`src/rtl/duo_serial_pkg.sv`:
```
package duo_serial_pkg;

    localparam int FRAME_W = 13;   // start + 8 data + parity + addr + 2 stop
    localparam int CAP_W   = 12;   // receiver capture: data, parity, addr, stop

    typedef struct packed {
        logic sync;
        logic len7;
        logic par_en;
        logic par_odd;
        logic mp_en;
        logic two_stop;
    } fmt_t;

    typedef struct packed {
        logic [FRAME_W-1:0] bits;
        logic [3:0]         nbits;
    } frame_t;

    typedef enum logic [2:0] {
        RX_IDLE, RX_START, RX_BITS, RX_DONE, RX_WAIT_HI
    } rx_state_e;

    // parity bit value for the data that is actually sent
    function automatic logic par_of(input logic [7:0] d, input logic len7, input logic odd);
        logic [7:0] m;
        m = len7 ? {1'b0, d[6:0]} : d;
        return (^m) ^ odd;
    endfunction

    function automatic frame_t build_frame(input fmt_t f, input logic [7:0] d, input logic mpb);
        frame_t     fr;
        logic [3:0] pos;
        fr.bits    = '1;
        fr.bits[0] = 1'b0;
        for (int i = 0; i < 8; i++) begin
            if (!(f.len7 && i == 7)) fr.bits[i+1] = d[i];
        end
        pos = f.len7 ? 4'd8 : 4'd9;
        if (f.par_en) begin
            fr.bits[pos] = par_of(d, f.len7, f.par_odd);
            pos = pos + 4'd1;
        end
        if (f.mp_en) begin
            fr.bits[pos] = mpb;
            pos = pos + 4'd1;
        end
        fr.nbits = pos + (f.two_stop ? 4'd2 : 4'd1);
        return fr;
    endfunction

endpackage

```
`src/rtl/duo_serial_brg.sv`:
```
module duo_serial_brg #(
    parameter int DIV_W = 8
) (
    input  logic             clk,
    input  logic             rst,
    input  logic             hold,
    input  logic [DIV_W-1:0] div,
    output logic             tick,
    output logic             bit_clk
);
    localparam int SUBS = 16;
    localparam int PH_W = $clog2(SUBS);

    logic [DIV_W-1:0] cnt;
    logic [PH_W-1:0]  phase;

    assign tick    = (cnt == '0) && !hold;
    assign bit_clk = phase[PH_W-1];

    always_ff @(posedge clk) begin
        if (rst) begin
            cnt   <= div;
            phase <= '0;
        end else if (hold) begin
            cnt <= div;
        end else if (cnt == '0) begin
            cnt   <= div;
            phase <= phase + 1'b1;
        end else begin
            cnt <= cnt - 1'b1;
        end
    end
endmodule

```
`src/rtl/duo_serial_tx.sv`:
```
module duo_serial_tx
    import duo_serial_pkg::*;
(
    input  logic       clk,
    input  logic       rst,
    input  fmt_t       fmt,
    input  logic       tick16,
    input  logic       s_rise,
    input  logic       s_fall,
    input  logic       load,
    input  logic [7:0] data,
    input  logic       mpb,
    output logic       txd,
    output logic       busy
);
    logic [FRAME_W-1:0] sh;
    logic [3:0]         left;
    logic [3:0]         sub;
    frame_t             fr;

    assign fr  = build_frame(fmt, data, mpb);
    assign txd = busy ? sh[0] : 1'b1;

    always_ff @(posedge clk) begin
        if (rst) begin
            busy <= 1'b0;
            sh   <= '1;
            left <= '0;
            sub  <= '0;
        end else if (!busy) begin
            if (load) begin
                busy <= 1'b1;
                sub  <= '0;
                if (fmt.sync) begin
                    sh   <= {{(FRAME_W-8){1'b1}}, data};
                    left <= 4'd8;
                end else begin
                    sh   <= fr.bits;
                    left <= fr.nbits;
                end
            end
        end else if (fmt.sync) begin
            if (s_rise) begin
                left <= left - 4'd1;
                if (left == 4'd1) busy <= 1'b0;
            end else if (s_fall && left != 4'd8) begin
                sh <= {1'b1, sh[FRAME_W-1:1]};
            end
        end else if (tick16) begin
            sub <= sub + 4'd1;
            if (sub == 4'd15) begin
                sh   <= {1'b1, sh[FRAME_W-1:1]};
                left <= left - 4'd1;
                if (left == 4'd1) busy <= 1'b0;
            end
        end
    end
endmodule

```
`src/rtl/duo_serial_rx.sv`:
```
module duo_serial_rx
    import duo_serial_pkg::*;
(
    input  logic       clk,
    input  logic       rst,
    input  logic       sync,
    input  logic       len7,
    input  logic       par_en,
    input  logic       par_odd,
    input  logic       mp_en,
    input  logic       tick16,
    input  logic       s_rise,
    input  logic       rxd,
    input  logic       rd,
    output logic [7:0] data,
    output logic       mpb,
    output logic       full,
    output logic       frame_err,
    output logic       par_err,
    output logic       overrun,
    output logic       brk
);
    rx_state_e        st;
    logic [3:0]       sub, idx;
    logic [CAP_W-1:0] cap;
    logic [3:0]       need, lpos, ppos, spos;
    logic [7:0]       dval;
    logic [CAP_W-1:0] mask;

    // positions: parity at lpos, address bit at ppos, first stop at spos
    assign lpos = len7 ? 4'd7 : 4'd8;
    assign ppos = lpos + {3'b0, par_en};
    assign spos = ppos + {3'b0, mp_en};
    assign need = sync ? 4'd8 : spos + 4'd1;
    assign dval = (sync || !len7) ? cap[7:0] : {1'b0, cap[6:0]};
    assign mask = ~({CAP_W{1'b1}} << (spos + 4'd1));

    always_ff @(posedge clk) begin
        if (rst) begin
            st        <= RX_IDLE;
            sub       <= '0;
            idx       <= '0;
            cap       <= '0;
            data      <= '0;
            mpb       <= 1'b0;
            full      <= 1'b0;
            frame_err <= 1'b0;
            par_err   <= 1'b0;
            overrun   <= 1'b0;
            brk       <= 1'b0;
        end else begin
            if (rd) begin
                full      <= 1'b0;
                frame_err <= 1'b0;
                par_err   <= 1'b0;
                overrun   <= 1'b0;
                brk       <= 1'b0;
            end
            case (st)
                RX_IDLE: begin
                    if (sync) begin
                        if (s_rise) begin
                            cap[idx] <= rxd;
                            idx      <= idx + 4'd1;
                            if (idx == 4'd7) st <= RX_DONE;
                        end
                    end else if (tick16 && !rxd) begin
                        st  <= RX_START;
                        sub <= '0;
                        idx <= '0;
                    end
                end
                RX_START: if (tick16) begin
                    sub <= sub + 4'd1;
                    if (sub == 4'd6) begin
                        sub <= '0;
                        st  <= rxd ? RX_IDLE : RX_BITS;
                    end
                end
                RX_BITS: if (tick16) begin
                    sub <= sub + 4'd1;
                    if (sub == 4'd15) begin
                        sub      <= '0;
                        cap[idx] <= rxd;
                        idx      <= idx + 4'd1;
                        if (idx == need - 4'd1) st <= RX_DONE;
                    end
                end
                RX_DONE: begin
                    idx <= '0;
                    st  <= sync ? RX_IDLE : RX_WAIT_HI;
                    if (full) begin
                        overrun <= 1'b1;
                    end else begin
                        data      <= dval;
                        full      <= 1'b1;
                        mpb       <= !sync && mp_en && cap[ppos];
                        frame_err <= !sync && !cap[spos];
                        par_err   <= !sync && par_en && (cap[lpos] != par_of(dval, len7, par_odd));
                        brk       <= !sync && ((cap & mask) == '0);
                    end
                end
                RX_WAIT_HI: if (rxd) st <= RX_IDLE;
                default: st <= RX_IDLE;
            endcase
        end
    end
endmodule

```
`src/rtl/duo_serial.sv`:
```
module duo_serial
    import duo_serial_pkg::*;
#(
    parameter int DIV_W = 8
) (
    input  logic             clk,
    input  logic             rst,
    input  logic             sync_mode,
    input  logic [1:0]       clk_sel,
    input  logic             len7,
    input  logic             par_en,
    input  logic             par_odd,
    input  logic             mp_en,
    input  logic             two_stop,
    input  logic [DIV_W-1:0] brg_div,
    input  logic [7:0]       tx_data,
    input  logic             tx_mpb,
    input  logic             tx_load,
    output logic             tx_busy,
    output logic [7:0]       rx_data,
    output logic             rx_mpb,
    output logic             rx_full,
    input  logic             rx_read,
    output logic             rx_frame_err,
    output logic             rx_par_err,
    output logic             rx_overrun,
    output logic             rx_break,
    output logic             txd,
    input  logic             rxd,
    input  logic             sck_i,
    output logic             sck_o,
    output logic             sck_oe
);
    fmt_t       fmt;
    logic       ext, int_sync;
    logic [2:0] sck_sy;
    logic [1:0] rxd_sy;
    logic       ext_rise, ext_fall;
    logic       tick, bit_clk;
    logic       sck_int, int_en, int_rise, int_fall;
    logic       tick16, s_rise, s_fall;

    assign fmt = '{sync: sync_mode, len7: len7, par_en: par_en, par_odd: par_odd,
                   mp_en: mp_en, two_stop: two_stop};
    assign ext      = clk_sel[1];
    assign int_sync = sync_mode && !ext;

    always_ff @(posedge clk) begin
        if (rst) begin
            sck_sy <= 3'b111;
            rxd_sy <= 2'b11;
        end else begin
            sck_sy <= {sck_sy[1:0], sck_i};
            rxd_sy <= {rxd_sy[0], rxd};
        end
    end

    assign ext_rise = sck_sy[1] && !sck_sy[2];
    assign ext_fall = !sck_sy[1] && sck_sy[2];

    duo_serial_brg #(.DIV_W(DIV_W)) u_brg (
        .clk     (clk),
        .rst     (rst),
        .hold    (sync_mode && !tx_busy),
        .div     (brg_div),
        .tick    (tick),
        .bit_clk (bit_clk)
    );

    // internal synchronous clock: toggles on divider ticks during a transfer
    assign int_en   = int_sync && tx_busy && tick;
    assign int_rise = int_en && !sck_int;
    assign int_fall = int_en && sck_int;

    always_ff @(posedge clk) begin
        if (rst || !int_sync) sck_int <= 1'b1;
        else if (int_en)      sck_int <= !sck_int;
    end

    assign tick16 = ext ? ext_rise : tick;
    assign s_rise = ext ? ext_rise : int_rise;
    assign s_fall = ext ? ext_fall : int_fall;
    assign sck_o  = sync_mode ? sck_int : bit_clk;
    assign sck_oe = !ext && (sync_mode || clk_sel[0]);

    duo_serial_tx u_tx (
        .clk    (clk),
        .rst    (rst),
        .fmt    (fmt),
        .tick16 (tick16),
        .s_rise (s_rise),
        .s_fall (s_fall),
        .load   (tx_load),
        .data   (tx_data),
        .mpb    (tx_mpb),
        .txd    (txd),
        .busy   (tx_busy)
    );

    duo_serial_rx u_rx (
        .clk       (clk),
        .rst       (rst),
        .sync      (sync_mode),
        .len7      (len7),
        .par_en    (par_en),
        .par_odd   (par_odd),
        .mp_en     (mp_en),
        .tick16    (tick16),
        .s_rise    (s_rise),
        .rxd       (rxd_sy[1]),
        .rd        (rx_read),
        .data      (rx_data),
        .mpb       (rx_mpb),
        .full      (rx_full),
        .frame_err (rx_frame_err),
        .par_err   (rx_par_err),
        .overrun   (rx_overrun),
        .brk       (rx_break)
    );
endmodule

```
`config.mk`:
```
export PLATFORM = sky130hd
export DESIGN_NAME = duo_serial
export DESIGN_NICKNAME = d
export VERILOG_FILES = /design/src/rtl/duo_serial_pkg.sv /design/src/rtl/duo_serial_brg.sv /design/src/rtl/duo_serial_tx.sv /design/src/rtl/duo_serial_rx.sv /design/src/rtl/duo_serial.sv
export SDC_FILE = /design/constraint.sdc
export NUM_CORES = 1
export LEC_CHECK = 0
export ABC_AREA = 1
export BUFFER_PORTS_ARGS = -buffer_cell sky130_fd_sc_hd__buf_4
export CORE_ASPECT_RATIO = 1.1
export CORE_MARGIN = 2
export CORE_UTILIZATION = 67
export CTS_BUF_LIST = sky130_fd_sc_hd__clkbuf_8
export CTS_CLUSTER_DIAMETER = 40
export DETAILED_ROUTE_END_ITERATION = 8
export PLACE_DENSITY_LB_ADDON = 0.15
export SYNTH_ARGS = -nofsm -noshare
export SYNTH_HDL_FRONTEND = slang
export SYNTH_HIERARCHICAL = 1
export SYNTH_SLANG_ARGS = --single-unit
```
`constraint.sdc`:
```
create_clock -name clk -period 4.8 [get_ports clk]
set_clock_uncertainty 0.15 [all_clocks]
set_input_delay 0.48 -clock clk [delete_from_list [all_inputs] [get_ports clk]]
set_output_delay 0.48 -clock clk [all_outputs]
set_load 0.03 [all_outputs]
```
# ---- Yosys cells after proc, flatten, opt, wreduce, memory -nomap -nowiden
# Index checks and enable logic that the tools add are counted.
dict set report word_totals {
  reg_bits 77
  inputBits 31
  out_inout_bits 18
  elab_cells 240
}
dict set report classes {
  addsub 13
  order_cmp 9
  eq_ne 32
  shifts 1
  muxes 106
  bitwise_logic 6
  reduce_logical 53
}
# op n
set op_table {}
lappend op_table {{$mux W13} 10}
lappend op_table {{$mux W4} 25}
lappend op_table {{$mux W12} 4}
lappend op_table {{$mux W8} 6}
lappend op_table {{$mux W1} 35}
lappend op_table {{$mux W3} 11}
lappend op_table {{$lt A4 B5 Y1 const B} 6}
lappend op_table {{$add A4 B1 Y4 const B} 7}
lappend op_table {{$bwmux W13} 2}
lappend op_table {{$pmux W12 S2} 1}
lappend op_table {{$pmux W4 S3} 2}
lappend op_table {{$logic_and A1 B1 Y1} 21}
lappend op_table {{$reduce_and A5 Y1} 4}
lappend op_table {{$reduce_xor A8 Y1} 2}
lappend op_table {{$ne A3 B3 Y1 const B} 5}
lappend op_table {{$pmux W3 S5} 1}
lappend op_table {{$ne A2 B1 Y1 const B} 7}
lappend op_table {{$and A12 B12 Y12} 1}
lappend op_table {{$bmux W1 S4} 3}
lappend op_table {{$bwmux W12} 1}
lappend op_table {{$demux W1 S4} 3}
lappend op_table {{$ge A4 B1 Y1 const B} 3}
lappend op_table {{$logic_not A12 Y1} 1}
lappend op_table {{$not A12 Y12} 1}
lappend op_table {{29 further kinds} 58}

# ---- Longest topological paths before layout
# Gate-level depths: netlist (run 1).
dict set report depth {
  depth_word 12
  mapped_depth 20
  mapped_depth_nobuf 20
}

# ---- Hierarchy
# The synthesis (run 1) kept the hierarchy.
# mod instances cells_per_inst area_per_inst_um2 seq_area_each_um2
set by_module_without_submodules {}
lappend by_module_without_submodules {duo_serial_rx 1 378 2527.4 740.7}
lappend by_module_without_submodules {duo_serial_tx 1 222 1488.9 420.4}
lappend by_module_without_submodules {duo_serial_brg 1 98 739.5 240.2}
lappend by_module_without_submodules {duo_serial 1 36 256.5 120.1}

# ---- Worst setup path after synthesis (run 1)
# OpenSTA, ideal clock, no wires.
dict set report synth_path {
  path_type {input-to-reg}
  startpoint {input port par_en}
  endpoint {register u_rx.st[1]}
  setup_time_ns 0.115
  arrival_ns 2.535
  t_required_ns 4.535
  slack_ns 2.000
  cell_stages 19
  n_path_buf 0
  path_cell_list {inv_1 -> ha_1 -> inv_1 -> ha_1 -> inv_1 -> ha_1 -> inv_1 -> ha_1 -> inv_1 -> nand2_1 -> nand3_1 -> nand2_1 -> nand2_1 -> nor2_1 -> nand3_1 -> nand2_1 -> nand2_1 -> o21ai_0 -> inv_1}
}
dict set report synth_via {
  elab_chain_len 8
}
# item line_no
set synth_lines {}
lappend synth_lines {{start, declared} duo_serial.sv:11} ;# input logic par_en,
lappend synth_lines {{$add A4 B1 Y4} duo_serial_rx.sv:32} ;# assign ppos = lpos + {3'b0, par_en};
lappend synth_lines {{$add A4 B1 Y4} duo_serial_rx.sv:33} ;# assign spos = ppos + {3'b0, mp_en};
lappend synth_lines {{$add A4 B1 Y4} duo_serial_rx.sv:34} ;# assign need = sync ? 4'd8 : spos + 4'd1;
lappend synth_lines {{$mux W4} duo_serial_rx.sv:34}
lappend synth_lines {{$sub A4 B1 Y4} duo_serial_rx.sv:86} ;# if (idx == need - 4'd1) st <= RX_DONE;
lappend synth_lines {{$eq A4 B4 Y1} duo_serial_rx.sv:86}
lappend synth_lines {{$ne A2 B1 Y1 (no line)} -}
lappend synth_lines {{$reduce_and A9 Y1 (no line)} -}
lappend synth_lines {{end signal, assigned} duo_serial_rx.sv:77} ;# st <= rxd ? RX_IDLE : RX_BITS;
lappend synth_lines {{end signal, assigned} duo_serial_rx.sv:91} ;# st <= sync ? RX_IDLE : RX_WAIT_HI;
lappend synth_lines {{end, declared} duo_serial_rx.sv:23} ;# rx_state_e st;
# No other way between the ends.
# A chain may end at the register's enable or synchronous reset.

# ---- Final worst setup path (run 1)
dict set report layout_path {
  startpoint {register u_tx.busy}
  endpoint {register u_rx.st[1]}
}
dict set report layout_via {
  elab_cells_between_ends 15
  classes_between {eq/ne (4); mux (2); reduce/logical (9)}
}
# item line_no
set layout_rtl {}
lappend layout_rtl {{start, declared} duo_serial_tx.sv:14} ;# output logic busy
lappend layout_rtl {{start signal, assigned} duo_serial_tx.sv:26} ;# busy <= 1'b0;
lappend layout_rtl {{start signal, assigned} duo_serial_tx.sv:32} ;# busy <= 1'b1;
lappend layout_rtl {{start signal, assigned} duo_serial_tx.sv:45} ;# if (left == 4'd1) busy <= 1'b0;
lappend layout_rtl {{$logic_not A1 Y1 *} -}
lappend layout_rtl {{$logic_and A1 B1 Y1 *} duo_serial.sv:64} ;# .hold (sync_mode && !tx_busy),
lappend layout_rtl {{$logic_not A1 Y1 *} duo_serial_brg.sv:17} ;# assign tick = (cnt == '0) && !hold;
lappend layout_rtl {{$logic_and A1 B1 Y1 *} duo_serial_brg.sv:17}
lappend layout_rtl {{via tick} duo_serial.sv:39} ;# logic tick, bit_clk;
lappend layout_rtl {{$mux W1 *} duo_serial.sv:80} ;# assign tick16 = ext ? ext_rise : tick;
lappend layout_rtl {{via tick16} duo_serial.sv:41} ;# logic tick16, s_rise, s_fall;
lappend layout_rtl {{$logic_and A1 B1 Y1} duo_serial_rx.sv:67} ;# end else if (tick16 && !rxd) begin
lappend layout_rtl {{$ne A3 B2 Y1 (no line)} -}
lappend layout_rtl {{$reduce_and A9 Y1 (no line) *} -}
# Mark *: on every way through the listed nets, which the timed path passes. The rest lies on a longest branch.

==> results of run 1 <==
## report_power, final
part / internal, uW / total (uW) / switching (uW)
Clock: 265 / 498 / 233
Combinational: 144 / 407 / 263
Sequential: 668 / 708 / 40.4
Total: 1080 / 1610 / 536
## cells by family after synthesis
family                     Yosys count  synth area share, %
and+or+nand+nor                    346                 32.5
AOI/OAI and AO/OA                  146                 17.4
buffers and inverters              129                 10.9
DFF                                 76                 30.4
adders and majority gates           27                 7.04
xor gates and xnor gates            10                 1.75
## per-stage QoR
| step | utilization (%) | setup slack (ns) |
|---|---|---|
| after detailed placement | 73.1 | 1.55 |
| after floorplan | - | 2.00 |
| after CTS | 75.8 | 1.77 |
| after global routing | 75.8 | 1.39 |
| final | 75.8 | 1.69 |
| after global placement | 73.1 | 1.73 |
## per-layer routing
layer / part of all wire [%] / global-route usage [%]
met5: 0 / 0
met4: 2.3 / 12.0
met3: 5.2 / 5.33
met2: 51 / 52.9
met1: 42 / 35.6
## registers in the layout, indices dropped and copies added, names as in the netlist
signal and count:
u_rx/cap 12, u_tx/sh 12, u_brg/cnt 8, u_rx/data 8, u_brg/phase 4, u_rx/idx 4, u_rx/sub 4, u_tx/left 4
u_tx/sub 4, sck_sy 3, u_rx/st 3, rxd_sy 2, sck_int 1, u_rx/brk 1, u_rx/frame_err 1, u_rx/full 1
u_rx/mpb 1, u_rx/overrun 1, u_rx/par_err 1, u_tx/busy 1
## area by class of cell
type,count,area share [%]
clock buffer,11,2.72
clock inverter,5,0.921
inverter,115,7.79
multi-input combinational,529,52.8
sequential,76,27.3
tap,87,1.95
timing repair buffer,48,6.47
## synth_stat cells (all sizes together), types with 4 or more instances
| cell | number | area share (%) |
|---|---|---|
| nand3 | 54 | 5.6 |
| nand2 | 159 | 13 |
| a21oi | 61 | 6.2 |
| a211oi | 4 | 0.60 |
| xnor2 | 6 | 1.0 |
| nor2 | 84 | 8.2 |
| dfxtp | 76 | 30 |
| ha | 25 | 6.2 |
| o211ai | 6 | 1.1 |
| a221oi | 6 | 1.0 |
| nor4 | 12 | 1.5 |
| buf | 9 | 1.8 |
| or2 | 7 | 0.87 |
| xor2 | 4 | 0.70 |
| nor3 | 18 | 1.9 |
| nand4 | 7 | 0.87 |
| inv | 115 | 8.7 |
| clkbuf | 5 | 0.45 |
| o21ai | 58 | 6.6 |
## worst min-delay path by stage
stage	start	end	slack, ns	cells past startpoint
after floorplan	rxd_sy[0]	rxd_sy[1]	0.24	1
after global placement	sck_sy[0]	sck_sy[1]	0.25	1
after detailed placement	sck_sy[0]	sck_sy[1]	0.25	1
after CTS	sck_i	sck_sy[0]	0.15	2
after global routing	rxd	rxd_sy[0]	0.15	2
final	sck_i	sck_sy[0]	0.17	2
==> impl_metrics.toml, run 1 <==
[floorplan]
core-area_um2 = 7350
io-pin-count = 49
start_util_pct = 68.2
num_rows = 33
die_w_um = 86.5
die_h_um = 94.7
die-area_um2 = 8190

[grt]
grt_pass1_wl_um = 19800
antenna_found_initial = 0
grt_max_degree = 41
grt-ovfl-total = 0
grt_pass1_vias = 4505
grt_use_total_pct = 29.9

[layout]
drive_gt1_share_pct = 16.3
fin_cells = 871
n_fill_cell = 566
multiInputGateArea_um2 = 2940
ff_latch_area_um2 = 1520
n_antenna_cell = 0
design_area_um2 = 5570
final_cell_mix = "nand2_1, inv_1, dfxtp_1, nor2_1, a21oi_1"
area_growth_pct = 11.2
final_common_cell = "nand2_1"
nets = 837

[place]
gp_congestion = 0.916
io_buffers = 48
place_hpwl_um = 8990
place_area_um2 = 5370
dp_cells = 855

[pwr]
peakVddDrop_v = 0.000193
finalPower_uw = 1610
p_leak_uw = 0.00259
power.density_nw_per_um2 = 290

[clock_network]
path_clk_slew_ns = 0.08
clock_sinks = 76
h-tree-depth = 3
root_buffer = "clkbuf_8"
worst_skew_pair.late_latency_ns = 0.34
clockBufferDepth = 2
cts_buffers = 9
cts_setup_buffers = 0
cts_tree = "yes"
cts-hold-fix-buffers = 0
cts_resized = 0

[yosys]
synth_edf_count = 0
dominantRegCellSynth = "dfxtp_1"
ys_ff_latch = 76
yosys.cell_types.count = 47
syn-cell-area_um2 = 5010
synth.net_count = 792
avgSynthCellArea_um2 = 6.83
yosysWarnings = 6
netlist_instances = 734
synthArstFlopShare_pct = 0
synth-seq-area-share_pct = 30.4

[critical_path]
cp-startpoint = "u_tx/busy"
crit_path_top_delay_cell = "dfxtp_1"
r2r_start = "u_tx/busy"
timing.reg2reg.setup_slack_ns = 1.69
cp_top_family = "compound AO/OA/AOI/OAI gates"
crit_end = "u_rx/st[1]"
crit_fanout = 11
crit_type = "register to register"
path_buf_inv = 6
crit_arrival_ns = 3.19
cp_num_cells = 15
cp-start-kind = "register"
cp-end-kind = "register"
path_common_cell = "inv_1"
r2r_end = "u_rx/st[1]"
path_cells = "nor2_1 > inv_1 > nand3_2 > inv_2 > inv_1 > o21ai_0 > inv_1 > o211ai_1 > nand2_1 > o21ai_1 > nand3_1 > inv_1 > nand2_1 > o21ai_0 > inv_1"
cp_slowest_stage_delay_ns = 0.63
crit_required_ns = 4.88
r2r_cells = 15

[timing]
worstMarginPinSlew_ns = 0.653
max_slew_margin_pct = 56.0
setup-violations-final = 0
period_minus_slack_ns = 3.11
slew_violations = 0
hold_ws_ns = 0.165
setup_tns_ns = 0
hold_viol = 0
timing.final.crit_share_pct = 64.9
grt_setup_unrepaired = "false"
max_freq_mhz = 321

[detailed_routing]
ant_nets = 0
vias = 4961
drt_iter0_drc = 251
viasPerCell = 5.70
wl_um = 12000
dr.pass1.iters = 5
wl_per_cell_um = 13.8
drc = 0

[run]
drv_cap = 0

[worst_hold_path]
hold_path_class = "primary input to register"

[run_status]
outcome = "completed"
Note: power is estimated with default switching activity, not from simulation.
==> inputs of run 2 (changes only) <==
CORE_UTILIZATION = 56   (was 67)
clock period = 2.6 ns   (was 4.8 ns; I/O delays follow)
==> run 2 against run 1 <==
Worst setup slack worse by 1.5 ns; critical endpoint is now u_tx/sh[6]; global-route usage is 3.1 points lower; sequential power is 84% higher; final cell count is 7.1% higher; count of clock-buffer cells in the layout stayed put; combinational power is 110% higher; design area is 6.6% higher; critical path depth is 1 higher.
==> impl_metrics.toml, run 2 (same netlist as run 1, synthesis figures left out) <==
[run_status]
outcome = "completed"

[critical_path]
cp-start-kind = "register"
r2r_end = "u_tx/sh[6]"
crit_path_top_delay_cell = "dfxtp_1"
crit_type = "register to register"
crit_required_ns = 2.68
path_cells = "inv_2 > ha_4 > nand2_1 > nor2_2 > nand3_2 > inv_2 > inv_1 > o21ai_1 > buf_4 > nand4_1 > o211ai_2 > buf_4 > nand2_4 > buf_4 > nand2_1 > nand3_1"
cp-startpoint = "u_brg/cnt[0]"
crit_end = "u_tx/sh[6]"
r2r_cells = 16
crit_fanout = 7
timing.reg2reg.setup_slack_ns = 0.16
cp-end-kind = "register"
crit_arrival_ns = 2.52
r2r_start = "u_brg/cnt[0]"
path_common_cell = "buf_4"
cp_slowest_stage_delay_ns = 0.33

[pwr]
peakVddDrop_v = 0.000307
power.density_nw_per_um2 = 515
p_int_uw = 2040
swShare_pct = 33.3
seqPwrFrac_pct = 42.5
power_frac_comb_pct = 27.8
clockPowerShare_pct = 29.6
power_switching_uw = 1020
p_leak_uw = 0.00275

[layout]
n_antenna_cell = 0
final_util_pct = 67.6
fin_cells = 933
final_common_cell = "nand2_1"
largestRegisters = "u_rx/cap: 12 flops, u_tx/sh: 12 flops"
nets = 874
area_growth_pct = 18.5
final_cell_mix = "nand2_1, inv_1, buf_4, dfxtp_1, nor2_1"
drive_gt1_share_pct = 20.4
n_fill_cell = 805

[floorplan]
io-pin-count = 49
core-area_um2 = 8780
num_rows = 36
die_h_um = 103
die-area_um2 = 9720
die_w_um = 94.2
start_util_pct = 57.1

[detailed_routing]
ant_nets = 0
viasPerCell = 5.52
dr.pass1.iters = 5
wl_per_cell_um = 14.0
drc = 0
vias = 5147
wl_um = 13000
drt_iter0_drc = 239

[grt]
grt-ovfl-total = 0
met3_usage_pct = 4.06
grt_use_total_pct = 26.8
antenna_found_initial = 0
grtUsageMet1_pct = 32.5
grt_max_degree = 41
busiest_layer = "met2"
grt_pass1_wl_um = 20700
grt_pass1_vias = 4750
use_met2_pct = 45.3

[clock_network]
root_buffer = "clkbuf_8"
clock_sinks = 76
worst_skew_pair.late_latency_ns = 0.36
path_clk_slew_ns = 0.08
clockBufferDepth = 2
cts_buffers = 9
cts_tree = "yes"
h-tree-depth = 3

[timing]
slew_violations = 0
timing.final.crit_share_pct = 94.0
setup-violations-final = 0
hold_viol = 0
worstMarginPinSlew_ns = 0.596
max_freq_mhz = 409
max_slew_margin_pct = 60.1
period_minus_slack_ns = 2.44
grt_setup_unrepaired = "true"

[place]
place_hpwl_um = 9330
dp_cells = 899
gp_congestion = 0.920
io_buffers = 48

[run]
drv_cap = 0

[worst_hold_path]
hold_path_class = "primary input to register"
run 2: what timing repair did:
action                                  CTS  global route
hold buffers                              8             0
endpoints found under the setup margin   11            38
resized for setup                         3            15
hold endpoints to repair                  8             0
cloned                                    0             1
setup buffers                             5             6
pin swaps                                 3             8
run 2: worst min path at each step:
| stage | end | startpoint | cells past startpoint | slack, ns |
|---|---|---|---|---|
| finish | u_brg/cnt[3] | brg_div[3] | 5 | 0.03 |
| global route | u_brg/cnt[3] | brg_div[3] | 5 | 0.04 |
| CTS | u_brg/cnt[3] | brg_div[3] | 5 | 0.02 |
| detailed placement | rxd_sy[1] | rxd_sy[0] | 1 | 0.25 |
| global placement | rxd_sy[1] | rxd_sy[0] | 1 | 0.25 |
| floorplan | u_brg/phase[2] | rst | 1 | 0.18 |
run 2: critical path: cells and delay by family, from the launching register on:
family	cells	cell delay, ns
flops	1	0.33
buf+inv	6	0.69
fa+ha+maj	1	0.14
compound gates	2	0.36
simple gates	7	0.63
run 2: per-layer routing:
metal  share of wire (%)  wire (um)
met4                 3.1        406
met5                   0          0
met1                  42       5500
met3                 4.8        625
met2                  50       6490
run 2: layout make-up:
| class | instances | area, um2 | area share (%) |
|---|---|---|---|
| multi-input combinational | 530 | 3000 | 50.5 |
| sequential | 76 | 1520 | 25.6 |
| timing repair buffer | 84 | 651 | 11.0 |
| inverter | 115 | 438 | 7.37 |
| clock buffer | 11 | 151 | 2.55 |
| tap | 114 | 143 | 2.40 |
| clock inverter | 3 | 38.8 | 0.653 |
run 2: through the flow:
step | area (um2) | setup slack (ns) | TNS [ns] | power (uW) | hold WS (ns)
2_1_floorplan | 5010 | 0.0198 | 0 | 1900 | 0.179
3_3_place_gp | 5530 | 0.0191 | 0 | 2080 | 0.248
3_5_place_dp | 5530 | -0.0908 | -0.129 | 2110 | 0.248
4_1_cts | 5840 | 0.00221 | 0 | 3030 | 0.0168
5_1_grt | 5940 | -0.0458 | -0.175 | 3230 | 0.0361
6_report | 5940 | 0.155 | 0 | 3060 | 0.0276
run 2: power by group through the flow:
| stage | clock (uW) | combinational [uW] | sequential (uW) |
|---|---|---|---|
| finish | 907 | 852 | 1300 |
| global placement | 0 | 754 | 1320 |
| CTS | 924 | 810 | 1300 |
| global route | 970 | 953 | 1310 |
| detailed placement | 0 | 779 | 1330 |
| floorplan | 0 | 585 | 1310 |
